### src/rtl/nib_alu_pkg.sv
package nib_alu_pkg;

    // Function codes; each code names one logic and one arithmetic operation.
    typedef enum logic [1:0] {
        FS_AND_ADD = 2'b00,
        FS_OR_SUB  = 2'b01,
        FS_NOT_INC = 2'b10,
        FS_XOR_DEC = 2'b11
    } fsel_e;

endpackage

### src/rtl/nib_logic_unit.sv
module nib_logic_unit
    import nib_alu_pkg::*;
#(
    parameter int WIDTH = 4
) (
    input  logic [WIDTH-1:0] a_i,
    input  logic [WIDTH-1:0] b_i,
    input  logic [1:0]       fsel_i,
    output logic [WIDTH-1:0] y_o
);

    fsel_e code;
    assign code = fsel_e'(fsel_i);

    // Per-bit function slice built with generate.
    for (genvar i = 0; i < WIDTH; i++) begin : g_bit
        always_comb begin
            unique case (code)
                FS_AND_ADD: y_o[i] = a_i[i] & b_i[i];
                FS_OR_SUB:  y_o[i] = a_i[i] | b_i[i];
                FS_NOT_INC: y_o[i] = ~a_i[i];
                default:    y_o[i] = a_i[i] ^ b_i[i];
            endcase
        end
    end

endmodule

### src/rtl/nib_arith_unit.sv
module nib_arith_unit
    import nib_alu_pkg::*;
#(
    parameter int WIDTH = 4
) (
    input  logic [WIDTH-1:0] a_i,
    input  logic [WIDTH-1:0] b_i,
    input  logic [1:0]       fsel_i,
    output logic [WIDTH-1:0] sum_o,
    output logic             cout_o
);

    localparam logic [WIDTH-1:0] ALL_ONES = {WIDTH{1'b1}};

    fsel_e             code;
    logic [WIDTH-1:0]  opnd;
    logic              cin;
    logic [WIDTH:0]    carry;

    assign code = fsel_e'(fsel_i);

    // Steer second adder operand and carry-in per function.
    always_comb begin
        unique case (code)
            FS_AND_ADD: begin opnd = b_i;       cin = 1'b0; end
            FS_OR_SUB:  begin opnd = ~b_i;      cin = 1'b1; end
            FS_NOT_INC: begin opnd = '0;        cin = 1'b1; end
            default:    begin opnd = ALL_ONES;  cin = 1'b0; end
        endcase
    end

    assign carry[0] = cin;

    // Ripple chain of full-adder cells.
    for (genvar i = 0; i < WIDTH; i++) begin : g_fa
        assign sum_o[i]    = a_i[i] ^ opnd[i] ^ carry[i];
        assign carry[i+1]  = (a_i[i] & opnd[i]) | (carry[i] & (a_i[i] ^ opnd[i]));
    end

    assign cout_o = carry[WIDTH];

endmodule

### src/rtl/nib_alu.sv
module nib_alu
    import nib_alu_pkg::*;
#(
    parameter int WIDTH = 4
) (
    input  logic             clk_i,
    input  logic             rst_ni,
    input  logic [WIDTH-1:0] opa_i,
    input  logic [WIDTH-1:0] opb_i,
    input  logic [1:0]       fsel_i,
    input  logic             arith_i,
    output logic [WIDTH-1:0] res_o,
    output logic             cout_o
);

    typedef struct packed {
        logic [WIDTH-1:0] res;
        logic             cout;
    } out_t;

    logic [WIDTH-1:0] lu_y;
    logic [WIDTH-1:0] au_sum;
    logic             au_cout;
    out_t             out_d;
    out_t             out_q;
    logic             primed_q;

    nib_logic_unit #(.WIDTH(WIDTH)) u_logic (
        .a_i    (opa_i),
        .b_i    (opb_i),
        .fsel_i (fsel_i),
        .y_o    (lu_y)
    );

    nib_arith_unit #(.WIDTH(WIDTH)) u_arith (
        .a_i    (opa_i),
        .b_i    (opb_i),
        .fsel_i (fsel_i),
        .sum_o  (au_sum),
        .cout_o (au_cout)
    );

    // Next-state: pick group result; carry only from the arithmetic group.
    always_comb begin
        out_d = out_q;
        if (arith_i) begin
            out_d.res  = au_sum;
            out_d.cout = au_cout;
        end else begin
            out_d.res  = lu_y;
            out_d.cout = 1'b0;
        end
    end

    always_ff @(posedge clk_i or negedge rst_ni) begin
        if (!rst_ni) begin
            out_q    <= '0;
            primed_q <= 1'b0;
        end else begin
            out_q    <= out_d;
            primed_q <= 1'b1;
        end
    end

    assign res_o  = out_q.res;
    assign cout_o = out_q.cout;


    logic_cout_zero_chk: assert property (@(posedge clk_i) disable iff (!rst_ni)
        (primed_q && !$past(arith_i)) |-> !cout_o);


    xor_result_chk: assert property (@(posedge clk_i) disable iff (!rst_ni)
        (primed_q && !$past(arith_i) && $past(fsel_i) == 2'b11)
            |-> res_o == ($past(opa_i) ^ $past(opb_i)));


    add_sum_chk: assert property (@(posedge clk_i) disable iff (!rst_ni)
        (primed_q && $past(arith_i) && $past(fsel_i) == 2'b00)
            |-> {cout_o, res_o} == ({1'b0, $past(opa_i)} + {1'b0, $past(opb_i)}));


    inc_result_chk: assert property (@(posedge clk_i) disable iff (!rst_ni)
        (primed_q && $past(arith_i) && $past(fsel_i) == 2'b10)
            |-> res_o == WIDTH'($past(opa_i) + 1'b1));


    dec_wrap_chk: assert property (@(posedge clk_i) disable iff (!rst_ni)
        (primed_q && $past(arith_i) && $past(fsel_i) == 2'b11 && $past(opa_i) == '0)
            |-> (res_o == {WIDTH{1'b1}} && !cout_o));

endmodule

### config.mk
export PLATFORM = sky130hd
export DESIGN_NAME = nib_alu
export DESIGN_NICKNAME = d
export VERILOG_FILES = /design/src/rtl/nib_alu_pkg.sv /design/src/rtl/nib_logic_unit.sv /design/src/rtl/nib_arith_unit.sv /design/src/rtl/nib_alu.sv
export SDC_FILE = /design/constraint.sdc
export NUM_CORES = 1
export LEC_CHECK = 0
export BUFFER_PORTS_ARGS = -buffer_cell sky130_fd_sc_hd__clkbuf_2
export CAP_MARGIN = 40
export CORE_MARGIN = 1.5
export CORE_UTILIZATION = 40
export DETAILED_ROUTE_END_ITERATION = 16
export GPL_ROUTABILITY_DRIVEN = 0
export PLACE_DENSITY = 0.66
export SYNTH_ARGS = -nofsm -noshare
export SYNTH_HDL_FRONTEND = slang
export SYNTH_HIERARCHICAL = 1
export SYNTH_SLANG_ARGS = --single-unit
### constraint.sdc
create_clock -name clk_i -period 0.8 [get_ports clk_i]
set_clock_uncertainty 0.2 [all_clocks]
set_input_delay 0.08 -clock clk_i [delete_from_list [all_inputs] [get_ports clk_i]]
set_output_delay 0.08 -clock clk_i [all_outputs]
set_load 0.005 [all_outputs]
==> results of run 1 <==
worst min-delay path by stage:
stage / end / slack [ps] / cells after the start
after floorplan: cout_o$_DFF_PN0_ / -420 / 0
after global placement: cout_o$_DFF_PN0_ / -300 / 1
after detailed placement: cout_o$_DFF_PN0_ / -300 / 1
after CTS: res_o[0]$_DFF_PN0_ / -10 / 2
after global routing: res_o[1]$_DFF_PN0_ / 20 / 2
final: res_o[0]$_DFF_PN0_ / -7 / 2
cell type report:
type | count | area, um2
inverter | 20 | 87.58
multi-input combinational | 32 | 478.0
fill | 136 | 530.5
sequential | 5 | 125.1
tap | 16 | 20.02
clock buffer | 4 | 26.28
timing repair buffer | 31 | 221.5
synthesized netlist by cell type, drive strengths merged:
library cell	number	share of area
a211oi	2	0.024
nor2b	4	0.040
a211o	2	0.028
ha	11	0.22
inv	20	0.12
mux2	4	0.071
dfrtp	5	0.20
fa	4	0.13
mux4	4	0.17
and2	1	0.012
timing repair:
action	in CTS	in global routing
pin swaps	1	2
hold buffers	1	0
setup buffers	0	0
setup endpoints to repair	10	10
resized for setup	8	4
hold endpoints to repair	5	0
per-stage QoR:
stage	std cells	utilization
finish	108	0.6437
detailed placement	103	0.5899
global route	108	0.6437
global placement	103	0.5899
floorplan	57	-
CTS	108	0.6412
power groups by stage:
stage / Clock [W] / Combinational (W) / Sequential, W
floorplan: 0 / 0.000224 / 0.000325
global placement: 0 / 0.000422 / 0.000315
detailed placement: 0 / 0.000441 / 0.000318
CTS: 0.000297 / 0.000486 / 0.000316
global route: 0.000302 / 0.000559 / 0.000318
finish: 0.000280 / 0.000488 / 0.000315
cell families (layout without fill, tap and decap cells):
kind of cell,count (synthesis),after routing,synth area share
AOI/OAI and AO/OA,4,4,0.05138
adders and majority gates,15,15,0.3439
buffers and inverters,20,55,0.1186
and+or+nand+nor,5,5,0.05138
muxes,8,8,0.2371
DFF,5,5,0.1976
critical path: stages:
cell and delay (ps):
clkbuf_16 140, inv_12 50, ha_4 110, nor2b_4 120, a211o_1 110, fa_2 190, inv_2 40, fa_2 340
fa_2 340, inv_2 60, fa_2 420, mux2_4 260
sequential cells by signal, indices dropped and copies added (netlist names):
| signal | cells |
|---|---|
| res_o | 4 |
| cout_o | 1 |
cells in the final DEF (no fill, tap or decap), drive strengths merged:
master and count:
and2 1, nor2b 4, inv 20, a211oi 2, fa 4, mux2 4
dfrtp 5, a211o 2, buf 13, ha 11, mux4 4, clkbuf 21
dlygate4sd3 1
layer usage:
layer  track usage  share of wire
met1        0.1840           0.38
met2        0.3152           0.57
met3       0.01277          0.037
met4       0.05625         0.0070
met5             0              0
==> reports/metrics.cfg, run 1 <==
[power]
power_switching_share=0.2783
finalPower_w=0.001082
p_int_w=0.0007809
power.share.combinational=0.451
power_density_nw_per_um2=1129
pwr-share-seq=0.291
vdd_drop_max_v=0.0003863
switchingPower_w=0.0003011
power_frac_clock=0.259
leakagePower_nw=0.5337

[finish]
drive_gt1_frac=0.5435
syn_to_final_growth_pct=51.38
nets=121
diodes=0
final_area_um2=958.4

[placed_design]
placed_cell_area_um2=878.3
port_buffers=17
place_ws_ps=-1896
hpwl_um=1054

[worst_setup_path]
arrival_ps=2260
cp_data_required_time_ps=710
cp-start-kind=primary input
endpoint=res_o[3]$_DFF_PN0_
end_kind=register
path_max_fanout=4
path_class=primary input to register
crit_start=fsel_i[1]

[global_route]
antenna_found_initial=0
grt_max_degree=6
groute.usage.overall=0.1637
grt_pass1_vias=588
grt_remaining_overflow=0
grt_pass1_wl_um=2325

[synth]
synth_cells=57
synth_area_um2=633.1
synthDistinctLibCells=10
synth-seq-cells=5
ys_seq_area_frac=0.1976
syn_nets=85
yosysWarnings=6
syn_avg_cell_area_um2=11.11

[timing]
worst_slew_pin_slew_ps=328.9
finalWorstSetupSlack_ps=-1542
fmaxAchievable_ghz=0.4270
drv_slew=0
slew_headroom=0.7794
rsz0062_at_grt=true
fin_crit_ps=2342
fin_hold_ws_ps=-6.921
hold_violations=5
timing.setup.tns_ps=-6612
fin_crit_sh=2.927
setup_viol=10

[cts]
cts_tree=yes
htreeDepth=1
clockRootBuffer=clkbuf_4
numCtsBuffers=3
clk_pin_slew_worst_paths_ps=40
clock_path_buffers=2
cts.sinks=5

[detailed_routing]
drc=0
dr.pass1.iters=1
wl_um=1143
avgViaCountPerCell=4.676
wl_per_cell_um=10.58
antenna_left=0
vias=505
drt_iter0_markers=0

[flow_run]
drv_cap=0

[run_status]
failed_checks=negative hold slack, negative setup slack
status=finished, violations left

[die]
dieHeight_um=42.79
start_util=0.4252
dieArea_um2=1831
core_area_um2=1489
io_pins=18
rows=14
die_x_um=42.79

[hold_path]
hp-class=primary input to asynchronous set/reset pin

Power figures use the tool's default switching activity.
==> inputs of run 2 (changes only) <==
Settings changed: BUFFER_PORTS_ARGS -buffer_cell sky130_fd_sc_hd__clkbuf_2 to unset, DONT_BUFFER_PORTS set to 1, PLACE_DENSITY 0.66 to 0.56, TNS_END_PERCENT set to 50.
==> run 2 against run 1 <==
The flow still finishes with violations (negative hold slack, negative setup slack). Via count down 20%. Cell count down 24%. Design area down 17%. Global-route usage down 4.4 points. Power down 16%. Sequential power up 2%. Combinational power down 37%. Die area unchanged. Core utilization down 11 points. Setup slack better by 150 ps. Non-clock buffer count down 26. Hold slack worse by 210 ps.
==> reports/metrics.cfg, run 2 (synthesis gave the netlist of run 1 again) <==
[worst_setup_path]
path_max_fanout=6
end_kind=register
crit_path_max_incr_delay_ps=390
cpMostUsedCell=fa_2
arrival_ps=2110
cp-start-kind=primary input
crit_start=fsel_i[1]
crit_chain=clkinv_16 > ha_4 > nor2b_4 > a211o_1 > fa_2 > inv_2 > fa_2 > fa_2 > inv_2 > fa_2 > mux2_4
crit_slowest_cell=fa_2
cp_data_required_time_ps=720
path_class=primary input to register

[detailed_routing]
antenna_left=0
dr.pass1.iters=2
vias=405
avgViaCountPerCell=4.939
drc=0
drt_iter0_markers=4
wl_per_cell_um=11.41
wl_um=936

[hold_path]
hp-class=primary input to register
hp-start=arith_i
hold_path_depth=1

[cts]
numCtsBuffers=3
htreeDepth=1
clk_pin_slew_worst_paths_ps=40
cts-hold-fix-buffers=1
cts_setup_buffers=0
cts_tree=yes
clockRootBuffer=clkbuf_4
clock_path_buffers=2
cts.sinks=5

[finish]
final_common_cell=inv_1
largest_reg_flops=4
drive_gt1_frac=0.3333
final_cell_mix=inv_1, ha_1, dfrtp_1
diodes=0
num-fill-cells=129
syn_to_final_growth_pct=25.49
final_area_um2=794.5
post-route-util=0.5336
nets=95

[timing]
worst_slew_pin_slew_ps=318.5
rsz0062_at_grt=true
drv_slew=0
setup_viol=10
fmaxAchievable_ghz=0.4561
slew_headroom=0.7864
hold_violations=10
fin_crit_ps=2193
fin_hold_ws_ps=-217.5
fin_crit_sh=2.741
finalWorstSetupSlack_ps=-1393

[global_route]
antenna_found_initial=0
grt_max_degree=8
grt_remaining_overflow=0
grt_pass1_vias=398
groute.usage.overall=0.1194
grt_pass1_wl_um=1600

[placed_design]
port_buffers=0
hpwl_um=817.6
placed_cell_area_um2=721.9

[die]
dieHeight_um=42.79
rows=14
io_pins=18
dieArea_um2=1831
core_area_um2=1489
die_x_um=42.79
start_util=0.4252

[power]
finalPower_w=0.0009102
power_density_nw_per_um2=1146
leakagePower_nw=0.4177
vdd_drop_max_v=0.0004304

[run_status]
failed_checks=negative hold slack, negative setup slack
status=finished, violations left

[flow_run]
drv_cap=0

-- run 2: changes by cell type in the layout (fill, tap and decap cells not counted) --
cell       previous run  this run
inv_12                1         0
mux4_2                1         0
clkbuf_8              1         0
clkbuf_16             1         0
clkbuf_2             15         0
buf_4                13         4
inv_1                16        17
clkinv_16             0         1
mux4_1                3         4
inv_2                 3         2
-- run 2: worst paths after layout --
check                                endpoint  slack [ps]
max in group asynchronous  res_o[3]$_DFF_PN0_         290
max                        res_o[3]$_DFF_PN0_       -1390
min                          cout_o$_DFF_PN0_        -220
min in group asynchronous  res_o[1]$_DFF_PN0_         -80
-- run 2: power breakdown --
group          switching [W]  leakage [nW]  internal [W]
Sequential         0.0000201        0.0597      0.000302
Combinational       0.000110         0.343      0.000197
Clock              0.0000936        0.0150      0.000188
Total               0.000223         0.418      0.000687
-- run 2: routing by layer --
metal,global-route usage,part of all wire,up-vias
met3,0.02553,0.067,0
met4,0.09375,0,0
met5,0,0,-
li1,-,-,201
met2,0.1848,0.52,14
met1,0.1410,0.42,190
-- run 2: repair_timing --
action / CTS / global route
setup endpoints to repair: 10 / 10
endpoints found under the hold margin: 10 / 10
gates resized for setup: 4 / 4
pin swaps: 0 / 1
-- run 2: per-stage QoR --
step	hold slack, ps	std cells	TNS, ps	worst slack (ps)
final	-217.5	82	-5565	-1393
after global routing	-231.8	82	-5988	-1465
after CTS	-224.1	82	-5596	-1399
after detailed placement	-415.5	77	-6415	-1665
after global placement	-415.5	77	-6368	-1642
after floorplan	-415.6	57	-6100	-1586
-- run 2: area by class of cell --
type,instances,area [um2],share of cell area
multi-input cells,32,481.7,0.6063
repair buffers,5,40.04,0.05039
inverters,20,101.3,0.1276
well taps,16,20.02,0.02520
clock buffers,4,26.28,0.03307
flip-flops and latches,5,125.1,0.1575
-- run 2: worst max-delay path: cells and delay by family --
| family | cells | cell delay, ps |
|---|---|---|
| multiplexers | 1 | 260 |
| buffers and inverters | 3 | 130 |
| AO/OA/AOI/OAI | 1 | 250 |
| AND/OR/NAND/NOR | 1 | 110 |
| adder cells (fa/ha/maj) | 5 | 1270 |
